[config.mk]
export PLATFORM = sky130hd
export DESIGN_NAME = stopwake_top
export DESIGN_NICKNAME = d
export VERILOG_FILES = /design/src/rtl/stopwake_pkg.sv /design/src/rtl/stopwake_sync.sv /design/src/rtl/stopwake_datapath.sv /design/src/rtl/stopwake_control.sv /design/src/rtl/stopwake_top.sv
export SDC_FILE = /design/constraint.sdc
export NUM_CORES = 1
export LEC_CHECK = 0
export BUFFER_PORTS_ARGS = -buffer_cell sky130_fd_sc_hd__buf_2
export CORE_MARGIN = 5
export CORE_UTILIZATION = 40
export CTS_CLUSTER_SIZE = 40
export DETAILED_ROUTE_END_ITERATION = 10
export GPL_TIMING_DRIVEN = 0
export SLEW_MARGIN = 10
export SYNTH_ARGS = -nofsm -noshare
export SYNTH_HDL_FRONTEND = slang
export SYNTH_SLANG_ARGS = --single-unit
[constraint.sdc]
create_clock -name clk -period 3.05 [get_ports clk]
set_clock_uncertainty 0.15 [all_clocks]
set_input_delay 0.1525 -clock clk [delete_from_list [all_inputs] [get_ports clk]]
set_output_delay 0.1525 -clock clk [all_outputs]
set_load 0.01 [all_outputs]
[src/rtl/stopwake_pkg.sv]
package stopwake_pkg;

  typedef enum logic [2:0] {
    ST_RUN,
    ST_HALT,
    ST_STABILIZE,
    ST_REARM,
    ST_SETTLE
  } stopState_e;

  typedef enum logic [1:0] {
    LOAD_NONE,
    LOAD_LONG,
    LOAD_SHORT,
    LOAD_SETTLE
  } loadSel_e;

  typedef struct packed {
    loadSel_e loadSel;
    logic     dec;
    logic     captureGrant;
    logic     clearGrant;
  } ctrlStrobes_t;

endpackage

[src/rtl/stopwake_sync.sv]
module stopwake_sync #(
  parameter int STAGES = 2
) (
  input  logic clk,
  input  logic arstN,
  input  logic pinN,
  output logic syncN
);

  logic [STAGES-1:0] chain;

  genvar gi;
  generate
    for (gi = 0; gi < STAGES; gi++) begin : g_stage
      if (gi == 0) begin : g_first
        always_ff @(posedge clk or negedge arstN) begin
          if (!arstN) chain[0] <= 1'b1;
          else        chain[0] <= pinN;
        end
      end else begin : g_rest
        always_ff @(posedge clk or negedge arstN) begin
          if (!arstN) chain[gi] <= 1'b1;
          else        chain[gi] <= chain[gi-1];
        end
      end
    end
  endgenerate

  assign syncN = chain[STAGES-1];

endmodule

[src/rtl/stopwake_datapath.sv]
module stopwake_datapath
  import stopwake_pkg::*;
#(
  parameter int LONG_COUNT    = 65536,
  parameter int SHORT_COUNT   = 3,
  parameter int SETTLE_CYCLES = 17
) (
  input  logic         clk,
  input  logic         arstN,
  input  ctrlStrobes_t strobes,
  input  logic         busGrant,
  output logic         cntZero,
  output logic         grantLatch
);

  localparam int CNT_W = $clog2(LONG_COUNT + 1);
  localparam logic [CNT_W-1:0] LOAD_LONG_V   = CNT_W'(LONG_COUNT - 1);
  localparam logic [CNT_W-1:0] LOAD_SHORT_V  = CNT_W'(SHORT_COUNT - 1);
  localparam logic [CNT_W-1:0] LOAD_SETTLE_V = CNT_W'(SETTLE_CYCLES - 2);

  logic [CNT_W-1:0] cnt;
  logic [CNT_W-1:0] cntNext;

  always_comb begin
    cntNext = cnt;
    unique case (strobes.loadSel)
      LOAD_LONG:   cntNext = LOAD_LONG_V;
      LOAD_SHORT:  cntNext = LOAD_SHORT_V;
      LOAD_SETTLE: cntNext = LOAD_SETTLE_V;
      default: begin
        if (strobes.dec) cntNext = cnt - 1'b1;
      end
    endcase
  end

  always_ff @(posedge clk or negedge arstN) begin
    if (!arstN) cnt <= '0;
    else        cnt <= cntNext;
  end

  assign cntZero = (cnt == '0);

  always_ff @(posedge clk or negedge arstN) begin
    if (!arstN)                    grantLatch <= 1'b0;
    else if (strobes.clearGrant)   grantLatch <= 1'b0;
    else if (strobes.captureGrant) grantLatch <= busGrant;
  end

  // the control never asks for a step below zero
  p_no_underflow_r4: assert property (@(posedge clk) disable iff (!arstN)
    (strobes.dec && strobes.loadSel == LOAD_NONE) |-> (cnt != '0));

  // grant latch only moves on a capture or clear strobe
  p_grant_hold_r3: assert property (@(posedge clk) disable iff (!arstN)
    (!strobes.captureGrant && !strobes.clearGrant) |=> $stable(grantLatch));

endmodule

[src/rtl/stopwake_control.sv]
module stopwake_control
  import stopwake_pkg::*;
(
  input  logic         clk,
  input  logic         arstN,
  input  logic         stopReq,
  input  logic         shortDelay,
  input  logic         resetSyncN,
  input  logic         irqSyncN,
  input  logic         cntZero,
  output ctrlStrobes_t strobes,
  output logic         coreClkEn,
  output logic         busIdle,
  output logic         periphClear,
  output logic         irqReenable,
  output logic         enterReset,
  output logic         resume
);

  stopState_e state;
  stopState_e stateNext;
  loadSel_e   countSel;

  assign countSel = shortDelay ? LOAD_SHORT : LOAD_LONG;

  always_comb begin
    stateNext = state;
    strobes   = '{loadSel: LOAD_NONE, dec: 1'b0, captureGrant: 1'b0, clearGrant: 1'b0};
    enterReset = 1'b0;
    resume     = 1'b0;
    unique case (state)
      ST_RUN: begin
        if (stopReq) begin
          strobes.captureGrant = 1'b1;
          if (!irqSyncN) begin
            strobes.loadSel = countSel;
            stateNext       = ST_STABILIZE;
          end else begin
            stateNext = ST_HALT;
          end
        end
      end
      ST_HALT: begin
        if (!resetSyncN) begin
          enterReset         = 1'b1;
          strobes.clearGrant = 1'b1;
          stateNext          = ST_RUN;
        end else if (!irqSyncN) begin
          strobes.loadSel = countSel;
          stateNext       = ST_STABILIZE;
        end
      end
      ST_STABILIZE: begin
        if (!resetSyncN) begin
          enterReset         = 1'b1;
          strobes.clearGrant = 1'b1;
          stateNext          = ST_RUN;
        end else if (cntZero) begin
          stateNext = ST_REARM;
        end else begin
          strobes.dec = 1'b1;
        end
      end
      ST_REARM: begin
        if (!resetSyncN) begin
          enterReset         = 1'b1;
          strobes.clearGrant = 1'b1;
          stateNext          = ST_RUN;
        end else begin
          strobes.loadSel = LOAD_SETTLE;
          stateNext       = ST_SETTLE;
        end
      end
      ST_SETTLE: begin
        if (!resetSyncN) begin
          enterReset         = 1'b1;
          strobes.clearGrant = 1'b1;
          stateNext          = ST_RUN;
        end else if (cntZero) begin
          resume             = 1'b1;
          strobes.clearGrant = 1'b1;
          stateNext          = ST_RUN;
        end else begin
          strobes.dec = 1'b1;
        end
      end
      default: stateNext = ST_RUN;
    endcase
  end

  always_ff @(posedge clk or negedge arstN) begin
    if (!arstN) state <= ST_RUN;
    else        state <= stateNext;
  end

  assign coreClkEn   = (state != ST_HALT);
  assign busIdle     = (state != ST_RUN);
  assign periphClear = (state == ST_STABILIZE);
  assign irqReenable = (state == ST_REARM);

  // a reset wakeup always lands back in the running state
  p_reset_exit_r7: assert property (@(posedge clk) disable iff (!arstN)
    enterReset |=> (state == ST_RUN && !enterReset));

  // resume is a single pulse followed by running
  p_resume_exit_r6: assert property (@(posedge clk) disable iff (!arstN)
    resume |=> (state == ST_RUN && !resume));

  // re-arm only follows a finished stabilization count
  p_rearm_order_r6: assert property (@(posedge clk) disable iff (!arstN)
    (state == ST_REARM) |-> $past(state == ST_STABILIZE));

  // stop taken with the interrupt pin low never gates the clock
  p_fast_no_gate_r9: assert property (@(posedge clk) disable iff (!arstN)
    (state == ST_RUN && stopReq && !irqSyncN) |=> (coreClkEn && periphClear));

  // reset and resume never fire together
  p_reset_priority_r8: assert property (@(posedge clk) disable iff (!arstN)
    !(enterReset && resume));

endmodule

[src/rtl/stopwake_top.sv]
module stopwake_top
  import stopwake_pkg::*;
#(
  parameter int LONG_COUNT    = 65536,
  parameter int SHORT_COUNT   = 3,
  parameter int SETTLE_CYCLES = 17,
  parameter int SYNC_STAGES   = 2
) (
  input  logic clk,
  input  logic arstN,
  input  logic stopReq,
  input  logic shortDelay,
  input  logic busGrant,
  input  logic resetPinN,
  input  logic irqPinN,
  output logic coreClkEn,
  output logic busIdle,
  output logic busFloat,
  output logic periphClear,
  output logic irqReenable,
  output logic enterReset,
  output logic resume
);

  logic         resetSyncN;
  logic         irqSyncN;
  logic         cntZero;
  ctrlStrobes_t strobes;

  stopwake_sync #(.STAGES(SYNC_STAGES)) u_resetSync (
    .clk(clk), .arstN(arstN), .pinN(resetPinN), .syncN(resetSyncN)
  );

  stopwake_sync #(.STAGES(SYNC_STAGES)) u_irqSync (
    .clk(clk), .arstN(arstN), .pinN(irqPinN), .syncN(irqSyncN)
  );

  stopwake_control u_control (
    .clk(clk), .arstN(arstN), .stopReq(stopReq), .shortDelay(shortDelay),
    .resetSyncN(resetSyncN), .irqSyncN(irqSyncN), .cntZero(cntZero),
    .strobes(strobes), .coreClkEn(coreClkEn), .busIdle(busIdle),
    .periphClear(periphClear), .irqReenable(irqReenable),
    .enterReset(enterReset), .resume(resume)
  );

  stopwake_datapath #(
    .LONG_COUNT(LONG_COUNT), .SHORT_COUNT(SHORT_COUNT), .SETTLE_CYCLES(SETTLE_CYCLES)
  ) u_datapath (
    .clk(clk), .arstN(arstN), .strobes(strobes), .busGrant(busGrant),
    .cntZero(cntZero), .grantLatch(busFloat)
  );

endmodule

==> flow_metrics.py, run 1 <==
metrics = {
    "detailed_routing": {
        "routed_wl_um": 3015,
        "drt_iter0_drc": 112,
        "avgRoutedWirePerCell_um": 14.50,
        "drc": 0,
        "vias": 1150,
        "ant_nets": 0,
        "firstDrtPassIters": 4,
        "vias_per_cell": 5.529,
    },
    "logic_synthesis": {
        "synth_cells": 142,
        "ys_seq_area_share_pct": 46.28,
        "yosysMostFrequentCell": "dfrtp_1",
        "synthFlopType": "dfrtp_1",
        "synth_edf_count": 0,
        "synth-async-reset-ratio_pct": 100.0,
        "netlist_top_cells_count": "dfrtp_1 (21), a21oi_1 (13), xnor2_1 (12)",
        "ys_warn_count": 0,
        "synthDistinctLibCells": 43,
        "synth_top_area_share_pct": 38.57,
        "ys_seq_elements": 25,
        "synth_area_per_cell_sq_um": 9.595,
        "syn_area_sq_um": 1363,
        "syn-num-nets": 151,
        "synthTopCellsByArea": "dfrtp_1 (39%), dfstp_2 (7.7%), xnor2_1 (7.7%)",
        "synth_largest_area_cell": "dfrtp_1",
    },
    "cts": {
        "postCtsSetupBuffers": 0,
        "clock-sinks": 25,
        "cts_tree": "built",
        "cts_buffers": 3,
        "insertion_delay_ps": 320,
        "clockBufferDepth": 2,
        "clkTransAtPathRegs_ps": 140,
        "cts_max_level": 1,
        "cts_root_buf": "clkbuf_4",
    },
    "sta": {
        "finalHoldViolCount": 0,
        "clock.fmax_ghz": 0.3685,
        "period_needed_ps": 2714,
        "fin_setup_tns_ps": 0,
        "rsz0062_at_grt": "false",
        "slew_violations": 0,
        "period_share_pct": 88.98,
        "worstMarginPinSlew_ps": 688.1,
        "setup_violations": 0,
        "slew_headroom_pct": 53.75,
    },
    "setup_path": {
        "startpoint_type": "flop",
        "crit_type": "reg2out",
        "worst_setup_path_end_kind": "primary output",
        "worstSetupStartpoint": "u_datapath.cnt[0]",
        "worstPathArrival_ps": 2410,
        "r2r-start": "u_datapath.cnt[0]",
        "path_max_fanout": 6,
        "cp.required_ps": 2750,
    },
    "floorplanning": {
        "die_h_um": 68.37,
        "initial_core_util_pct": 41.16,
        "row_count": 21,
        "core_area_sq_um": 3311,
        "die-width_um": 68.37,
        "die-area_sq_um": 4674,
        "io_pins": 14,
    },
    "global_route": {
        "track_usage_pct": 14.63,
        "grt_max_degree": 26,
        "grt_pass1_vias": 1108,
        "grt_overflow": 0,
        "grt_pass1_wl_um": 5112,
        "antenna_found_initial": 0,
    },
    "placement": {
        "gp_congestion": 0.8462,
        "dp_hpwl_um": 2135,
        "dpl_cell_area_sq_um": 1485,
        "dp.cells": 201,
        "io_buffers": 13,
    },
    "power": {
        "power.total_mw": 1.246,
        "leakage_nw": 0.6005,
        "powerDensity_nw_per_um2": 807.5,
        "irDropWorstVdd_mv": 0.4541,
    },
    "outcome": {
        "status": "finished clean",
    },
    "final_layout": {
        "area_delta_synth_final_pct": 13.22,
        "antenna_cells": 0,
        "fin_nets": 172,
        "layoutNonFillerInstCount": 208,
        "final_util_pct": 46.60,
        "drive_gt1_share_pct": 17.28,
        "fillers": 335,
        "fin_area_sq_um": 1543,
    },
    "min_path": {
        "hp-class": "in2reg",
        "min_from": "busGrant",
    },
    "job": {
        "maxCapViolations": 0,
    },
}
-- critical path, cell delays in order (launching register included) --
cell     delay, ps
dfrtp_1        430
inv_1          120
ha_1           160
or4b_1         520
nor3_1         500
nand2_1        110
nor2_1         110
buf_2          140
-- worst paths after layout --
kind	end	slack (ps)	cells past startpoint
setup / recovery	resume	340	7
hold / removal	u_datapath.grantLatch	100	5
setup reg to reg	u_datapath.cnt[14]	520	7
hold reg to reg	u_irqSync.syncN	220	0
max in group asynchronous	u_resetSync.chain[0]	2190	2
min in group asynchronous	u_control.state[0]	180	2
-- logic make-up (layout without fill, tap and decap cells) --
| group | after synthesis | count (layout) | synth area share (%) |
|---|---|---|---|
| flops | 25 | 25 | 46.28 |
| simple gates | 61 | 61 | 26.17 |
| fa+ha+maj | 2 | 2 | 1.836 |
| mux | 1 | 1 | 0.7346 |
| xor+xnor | 14 | 14 | 8.999 |
| compound gates | 30 | 30 | 13.41 |
| buf+inv | 9 | 29 | 2.570 |
-- what timing repair did --
action / 4_1_cts / 5_1_grt
hold endpoints to repair: 23 / 0
gates resized for setup: 0 / 0
hold buffers: 3 / 0
-- placed cells by master (no fill, tap or decap), types with 2 or more instances in the layout --
| cell type | count |
|---|---|
| a21oi_1 | 13 |
| a31oi_1 | 2 |
| and2_1 | 2 |
| buf_2 | 14 |
| clkbuf_1 | 4 |
| clkbuf_4 | 3 |
| dfrtp_1 | 21 |
| dfstp_2 | 4 |
| dlygate4sd3_1 | 3 |
| ha_1 | 2 |
| inv_1 | 4 |
| nand2_1 | 9 |
| nand2b_1 | 2 |
| nand3_1 | 4 |
| nand4_1 | 3 |
| nor2_1 | 11 |
| nor3_1 | 9 |
| nor4_1 | 5 |
| o211ai_1 | 2 |
| o21ai_0 | 4 |
| or3_1 | 2 |
| or4_4 | 3 |
| xnor2_1 | 12 |
| xor2_1 | 2 |
-- through the flow --
stage               hold WS, ps  worst slack, ps
floorplan                -293.1            837.7
global placement          13.02            589.1
detailed placement        26.77            576.6
CTS                       65.04            349.9
global route              64.98            162.7
finish                    98.45            336.0
-- report_power, final --
group	total [mW]	leakage, nW	internal, mW	switching, mW
clock	0.149	0.0177	0.0492	0.0994
sequential	0.598	0.292	0.461	0.137
combinational	0.499	0.291	0.224	0.275
total	1.25	0.601	0.734	0.512
-- final cells by class --
type	instances	area (sq um)	share of cell area, %
Clock inverter	1	5.005	0.3244
Inverter	4	15.01	0.9732
Tap cell	46	57.56	3.731
Multi-Input combinational cell	108	696.9	45.17
Timing Repair Buffer	16	95.09	6.164
Clock buffer	3	22.52	1.460
Sequential cell	25	630.6	40.88
Buffer	5	20.02	1.298
-- sequential cells by signal (all words and copies together) (netlist names) --
name                   count
u_datapath.cnt            17
u_control.state            3
u_datapath.grantLatch      1
u_irqSync.chain            1
u_irqSync.syncN            1
u_resetSync.chain          1
u_resetSync.syncN          1
-- per-layer routing --
layer	track usage, %	vias up	wire length, um
met2	24.07	21	1396
met4	3.722	0	23
met3	3.448	2	125
met1	19.27	566	1469
met5	0	-	0
li1	-	561	-
Power figures use the tool's default switching activity.
==> run 2, diff against run 1 <==
- clock period: 3.05 -> 2.2 ns (I/O delays scaled with it)
==> flow_metrics.py, run 2 (synthesis gave the netlist of run 1 again) <==
metrics = {
    "power": {
        "powerDensity_nw_per_um2": 1102,
        "leakage_nw": 0.6901,
        "irDropWorstVdd_mv": 0.5840,
    },
    "sta": {
        "clock.fmax_ghz": 0.4240,
        "fin_setup_tns_ps": -864.8,
        "slew_violations": 0,
        "worstMarginPinSlew_ps": 551.4,
        "period_share_pct": 107.2,
        "setup_violations": 13,
        "setup_ws_ps": -158.5,
        "finalHoldViolCount": 0,
        "period_needed_ps": 2358,
        "slew_headroom_pct": 63.24,
        "rsz0062_at_grt": "true",
    },
    "global_route": {
        "grt_pass1_wl_um": 5513,
        "track_usage_pct": 15.83,
        "grt_overflow": 0,
        "grt_max_degree": 26,
        "grt_pass1_vias": 1161,
        "antenna_found_initial": 0,
    },
    "final_layout": {
        "fin_area_sq_um": 1768,
        "mostFrequentLayoutCell": "dfrtp_1",
        "antenna_cells": 0,
        "final_cell_mix": "dfrtp_1 (20), buf_2 (14), a21oi_1 (13)",
        "largest_register": "u_datapath.cnt",
        "area_delta_synth_final_pct": 29.75,
        "largest_reg_flops": 17,
        "drive_gt1_share_pct": 34.50,
        "top_regs": "u_datapath.cnt (17), u_control.state (3)",
        "fin_nets": 181,
    },
    "setup_path": {
        "max_stage_delay_ps": 540,
        "worstPathArrival_ps": 2420,
        "crit_path_cell_trace": "inv_2 > ha_4 > or4b_4 > or4_4 > nand2_2 > xor2_1 > a21oi_1",
        "critPathSlowestCell": "or4_4",
        "worst_setup_path_end_kind": "flop",
        "cp.required_ps": 2260,
        "startpoint_type": "flop",
        "path_max_fanout": 4,
        "crit_type": "reg2reg",
    },
    "detailed_routing": {
        "avgRoutedWirePerCell_um": 15.03,
        "top_layer": "met4",
        "vias_per_cell": 5.424,
        "ant_nets": 0,
        "drt_iter0_drc": 123,
        "routed_wl_um": 3261,
        "wl_met1_um": 1509,
        "wl_met2_um": 1643,
        "drc": 0,
        "vias": 1177,
        "wl_met3_um": 81,
        "firstDrtPassIters": 4,
    },
    "cts": {
        "clkTransAtPathRegs_ps": 150,
        "cts_root_buf": "clkbuf_4",
        "cts_buffers": 3,
        "clock-sinks": 25,
        "clockBufferDepth": 2,
        "cts_tree": "built",
        "insertion_delay_ps": 330,
        "cts_max_level": 1,
    },
    "outcome": {
        "failed_checks": "setup timing",
        "status": "finished with violations",
    },
    "floorplanning": {
        "io_pins": 14,
        "die-area_sq_um": 4674,
        "die-width_um": 68.37,
        "row_count": 21,
        "die_h_um": 68.37,
        "core_area_sq_um": 3311,
        "initial_core_util_pct": 41.16,
    },
    "job": {
        "maxCapViolations": 0,
    },
    "placement": {
        "dpl_cell_area_sq_um": 1489,
        "dp_hpwl_um": 2195,
        "gp_congestion": 0.8014,
        "io_buffers": 13,
    },
    "min_path": {
        "hp-class": "in2reg",
    },
}
## run 2: cell types whose count changed in the layout (fill, tap and decap cells not counted), moves of 2 or more
| cell | change |
|---|---|
| buf_4 | +7 |
| buf_6 | +2 |
| inv_1 | -3 |
| inv_2 | +3 |
| nor3_1 | -4 |
| nor3_2 | +2 |
| nor3_4 | +2 |
| nor4_1 | -5 |
| nor4_2 | +2 |
| nor4_4 | +3 |
## run 2: cell type report
| class | count | area [sq um] |
|---|---|---|
| Multi-Input combinational cell | 108 | 840.8 |
| Fill cell | 313 | 1543 |
| Sequential cell | 25 | 631.9 |
| Clock buffer | 3 | 22.52 |
| Clock inverter | 1 | 8.758 |
| Inverter | 4 | 15.01 |
| Tap cell | 46 | 57.56 |
| Timing Repair Buffer | 25 | 170.2 |
| Buffer | 5 | 21.27 |
## run 2: timing repair
action	CTS	global route
endpoints found under the hold margin	27	0
endpoints found under the setup margin	21	19
resized for setup	23	10
setup buffers	7	2
hold buffers	3	0
pin swaps	19	9
## run 2: final timing paths
kind	start	end	slack, ps	cells past startpoint
max	u_datapath.cnt[0]	u_datapath.cnt[4]	-160	7
min	busGrant	u_datapath.grantLatch	20	5
max reg2reg	u_datapath.cnt[0]	u_datapath.cnt[4]	-160	7
min reg2reg	u_irqSync.chain[0]	u_irqSync.syncN	220	0
max in group asynchronous	arstN	u_datapath.cnt[13]	1380	2
min in group asynchronous	arstN	u_control.state[1]	120	2
## run 2: metal layers
layer  vias up  track usage [%]
met1       581            19.96
met4         0            3.722
li1        577                -
met5         -                0
met3         2            3.941
met2        17            27.08
## run 2: worst max-delay path, delay by kind of cell (launching register included)
family,cells,cell delay (ps)
AO/OA/AOI/OAI,1,90
XOR/XNOR,1,200
adder cells (fa/ha/maj),1,130
AND/OR/NAND/NOR,3,1150
flip-flops,1,430
buffers and inverters,1,90
## run 2: through the flow
stage               power [mW]  utilization (%)  hold WS [ps]  cells  setup slack (ps)
global placement         1.492            44.97        -22.81    201            -229.2
finish                   1.949            53.40         22.18    217            -158.5
global route             2.093            53.40         40.44    217            -205.9
CTS                      1.885            51.81         9.946    215            -152.7
floorplan                1.321                -        -335.6    142             12.13
detailed placement       1.527            44.97        -23.08    201            -235.4
## run 2: report_power, final
| part | internal [mW] | switching, mW | total (mW) |
|---|---|---|---|
| Sequential | 0.640 | 0.215 | 0.855 |
| Combinational | 0.404 | 0.463 | 0.868 |
| Clock | 0.0742 | 0.152 | 0.227 |
==> run 3, diff against run 2 <==
- clock period: 2.2 -> 2 ns (I/O delays scaled with it)
==> flow_metrics.py, run 3 (synthesis gave the netlist of run 1 again) <==
metrics = {
    "cts": {
        "cts_root_buf": "clkbuf_4",
        "insertion_delay_ps": 330,
        "cts_max_level": 1,
        "clock-sinks": 25,
        "clkTransAtPathRegs_ps": 150,
        "cts_tree": "built",
        "cts_buffers": 3,
        "clockBufferDepth": 2,
    },
    "final_layout": {
        "final_cell_mix": "dfrtp_1 (18), buf_2 (14), a21oi_1 (13), buf_4 (13)",
        "fin_nets": 193,
        "mostFrequentLayoutCell": "dfrtp_1",
        "largest_register": "u_datapath.cnt",
        "area_delta_synth_final_pct": 39.49,
        "drive_gt1_share_pct": 43.17,
        "top_regs": "u_datapath.cnt (17), u_control.state (3)",
        "largest_reg_flops": 17,
        "antenna_cells": 0,
        "fillers": 303,
    },
    "sta": {
        "worstMarginPinSlew_ps": 551.5,
        "rsz0062_at_grt": "true",
        "setup_violations": 21,
        "period_needed_ps": 2305,
        "setup_ws_ps": -305.5,
        "period_share_pct": 115.3,
        "finalHoldViolCount": 0,
        "slew_violations": 0,
        "fin_setup_tns_ps": -4087,
        "clock.fmax_ghz": 0.4337,
        "holdWs_ps": 20.11,
        "slew_headroom_pct": 63.23,
    },
    "floorplanning": {
        "core_area_sq_um": 3311,
        "io_pins": 14,
        "die_h_um": 68.37,
        "die-width_um": 68.37,
        "row_count": 21,
        "die-area_sq_um": 4674,
        "initial_core_util_pct": 41.16,
    },
    "global_route": {
        "grt_overflow": 0,
        "track_usage_pct": 17.60,
        "grt_pass1_wl_um": 6072,
        "grt_max_degree": 26,
        "antenna_found_initial": 0,
        "grt_pass1_vias": 1268,
    },
    "detailed_routing": {
        "firstDrtPassIters": 4,
        "routed_wl_um": 3601,
        "drt_iter0_drc": 63,
        "ant_nets": 0,
        "vias_per_cell": 5.511,
        "vias": 1262,
        "drc": 0,
        "avgRoutedWirePerCell_um": 15.72,
    },
    "outcome": {
        "status": "finished with violations",
        "failed_checks": "setup timing",
    },
    "setup_path": {
        "critPathBufInv": 1,
        "crit_path_cell_trace": "inv_2 > ha_1 > or4b_4 > or4_4 > nand4_1 > xnor2_1 > and3_1",
        "worstPathArrival_ps": 2400,
        "worst_setup_path_end_kind": "flop",
        "critical_path.top_delay_family": "simple AND/OR/NAND/NOR gates",
        "startpoint_type": "flop",
        "path_max_fanout": 4,
        "crit_type": "reg2reg",
        "critPathSlowestCell": "or4_4",
        "max_stage_delay_ps": 550,
        "cp.required_ps": 2090,
    },
    "placement": {
        "dp_hpwl_um": 2157,
        "gp_congestion": 0.8294,
        "io_buffers": 13,
    },
    "job": {
        "maxCapViolations": 0,
    },
    "power": {
        "powerDensity_nw_per_um2": 1196,
        "leakage_nw": 0.7518,
        "irDropWorstVdd_mv": 0.5780,
    },
    "min_path": {
        "hp-class": "in2reg",
    },
}
## run 3: worst reg2reg max path: stages (launching register included)
cell and delay, ps:
dfrtp_1 430, inv_2 70, ha_1 130, or4b_4 510
or4_4 550, nand4_1 140, xnor2_1 70, and3_1 170
## run 3: final timing paths
path	start	end	slack (ps)	cells past startpoint
worst max-delay path	u_datapath.cnt[0]	u_datapath.cnt[16]	-310	7
worst min-delay path	shortDelay	u_datapath.cnt[0]	20	4
worst max register to register	u_datapath.cnt[0]	u_datapath.cnt[16]	-310	7
worst min register to register	u_resetSync.chain[0]	u_resetSync.syncN	220	0
max in group asynchronous	arstN	u_datapath.cnt[13]	1160	2
min in group asynchronous	arstN	u_control.state[0]	130	2
## run 3: repair_timing
item | 4_1_cts | 5_1_grt
setup buffers | 15 | 5
hold buffers | 5 | 0
pin swaps | 21 | 13
endpoints found under the hold margin | 28 | 0
endpoints found under the setup margin | 21 | 22
resized for setup | 29 | 21
## run 3: layout make-up
| type | instances | area (sq um) | share of cell area, % |
|---|---|---|---|
| inverters | 4 | 15.01 | 0.7900 |
| multi-input cells | 108 | 857.1 | 45.10 |
| clock buffers | 3 | 22.52 | 1.185 |
| clock inverters | 1 | 7.507 | 0.3950 |
| flip-flops and latches | 25 | 634.4 | 33.38 |
| repair buffers | 37 | 280.3 | 14.75 |
| plain buffers | 5 | 26.28 | 1.382 |
| well taps | 46 | 57.56 | 3.028 |
## run 3: through the flow
stage	power, mW	setup WS [ps]	instances	cell area [sq um]	utilization (%)
global route	2.453	-364.3	229	1901	57.41
detailed placement	1.678	-372.1	201	1489	44.97
floorplan	1.455	-155.9	142	1366	-
finish	2.274	-305.5	229	1901	57.41
CTS	2.139	-279.6	225	1808	54.61
global placement	1.640	-389.3	201	1489	44.97
## run 3: report_power, final
group	total, mW	internal [mW]	switching (mW)
logic	1.08	0.543	0.535
clock network	0.239	0.0766	0.163
registers	0.956	0.708	0.249
total	2.27	1.33	0.947
## run 3: metal layers
metal	vias to the layer above	share of wire [%]	GRT usage, %
met4	0	0.58	3.722
li1	605	-	-
met3	2	2.7	3.941
met1	636	43	22.12
met5	-	0	0
met2	19	54	30.69
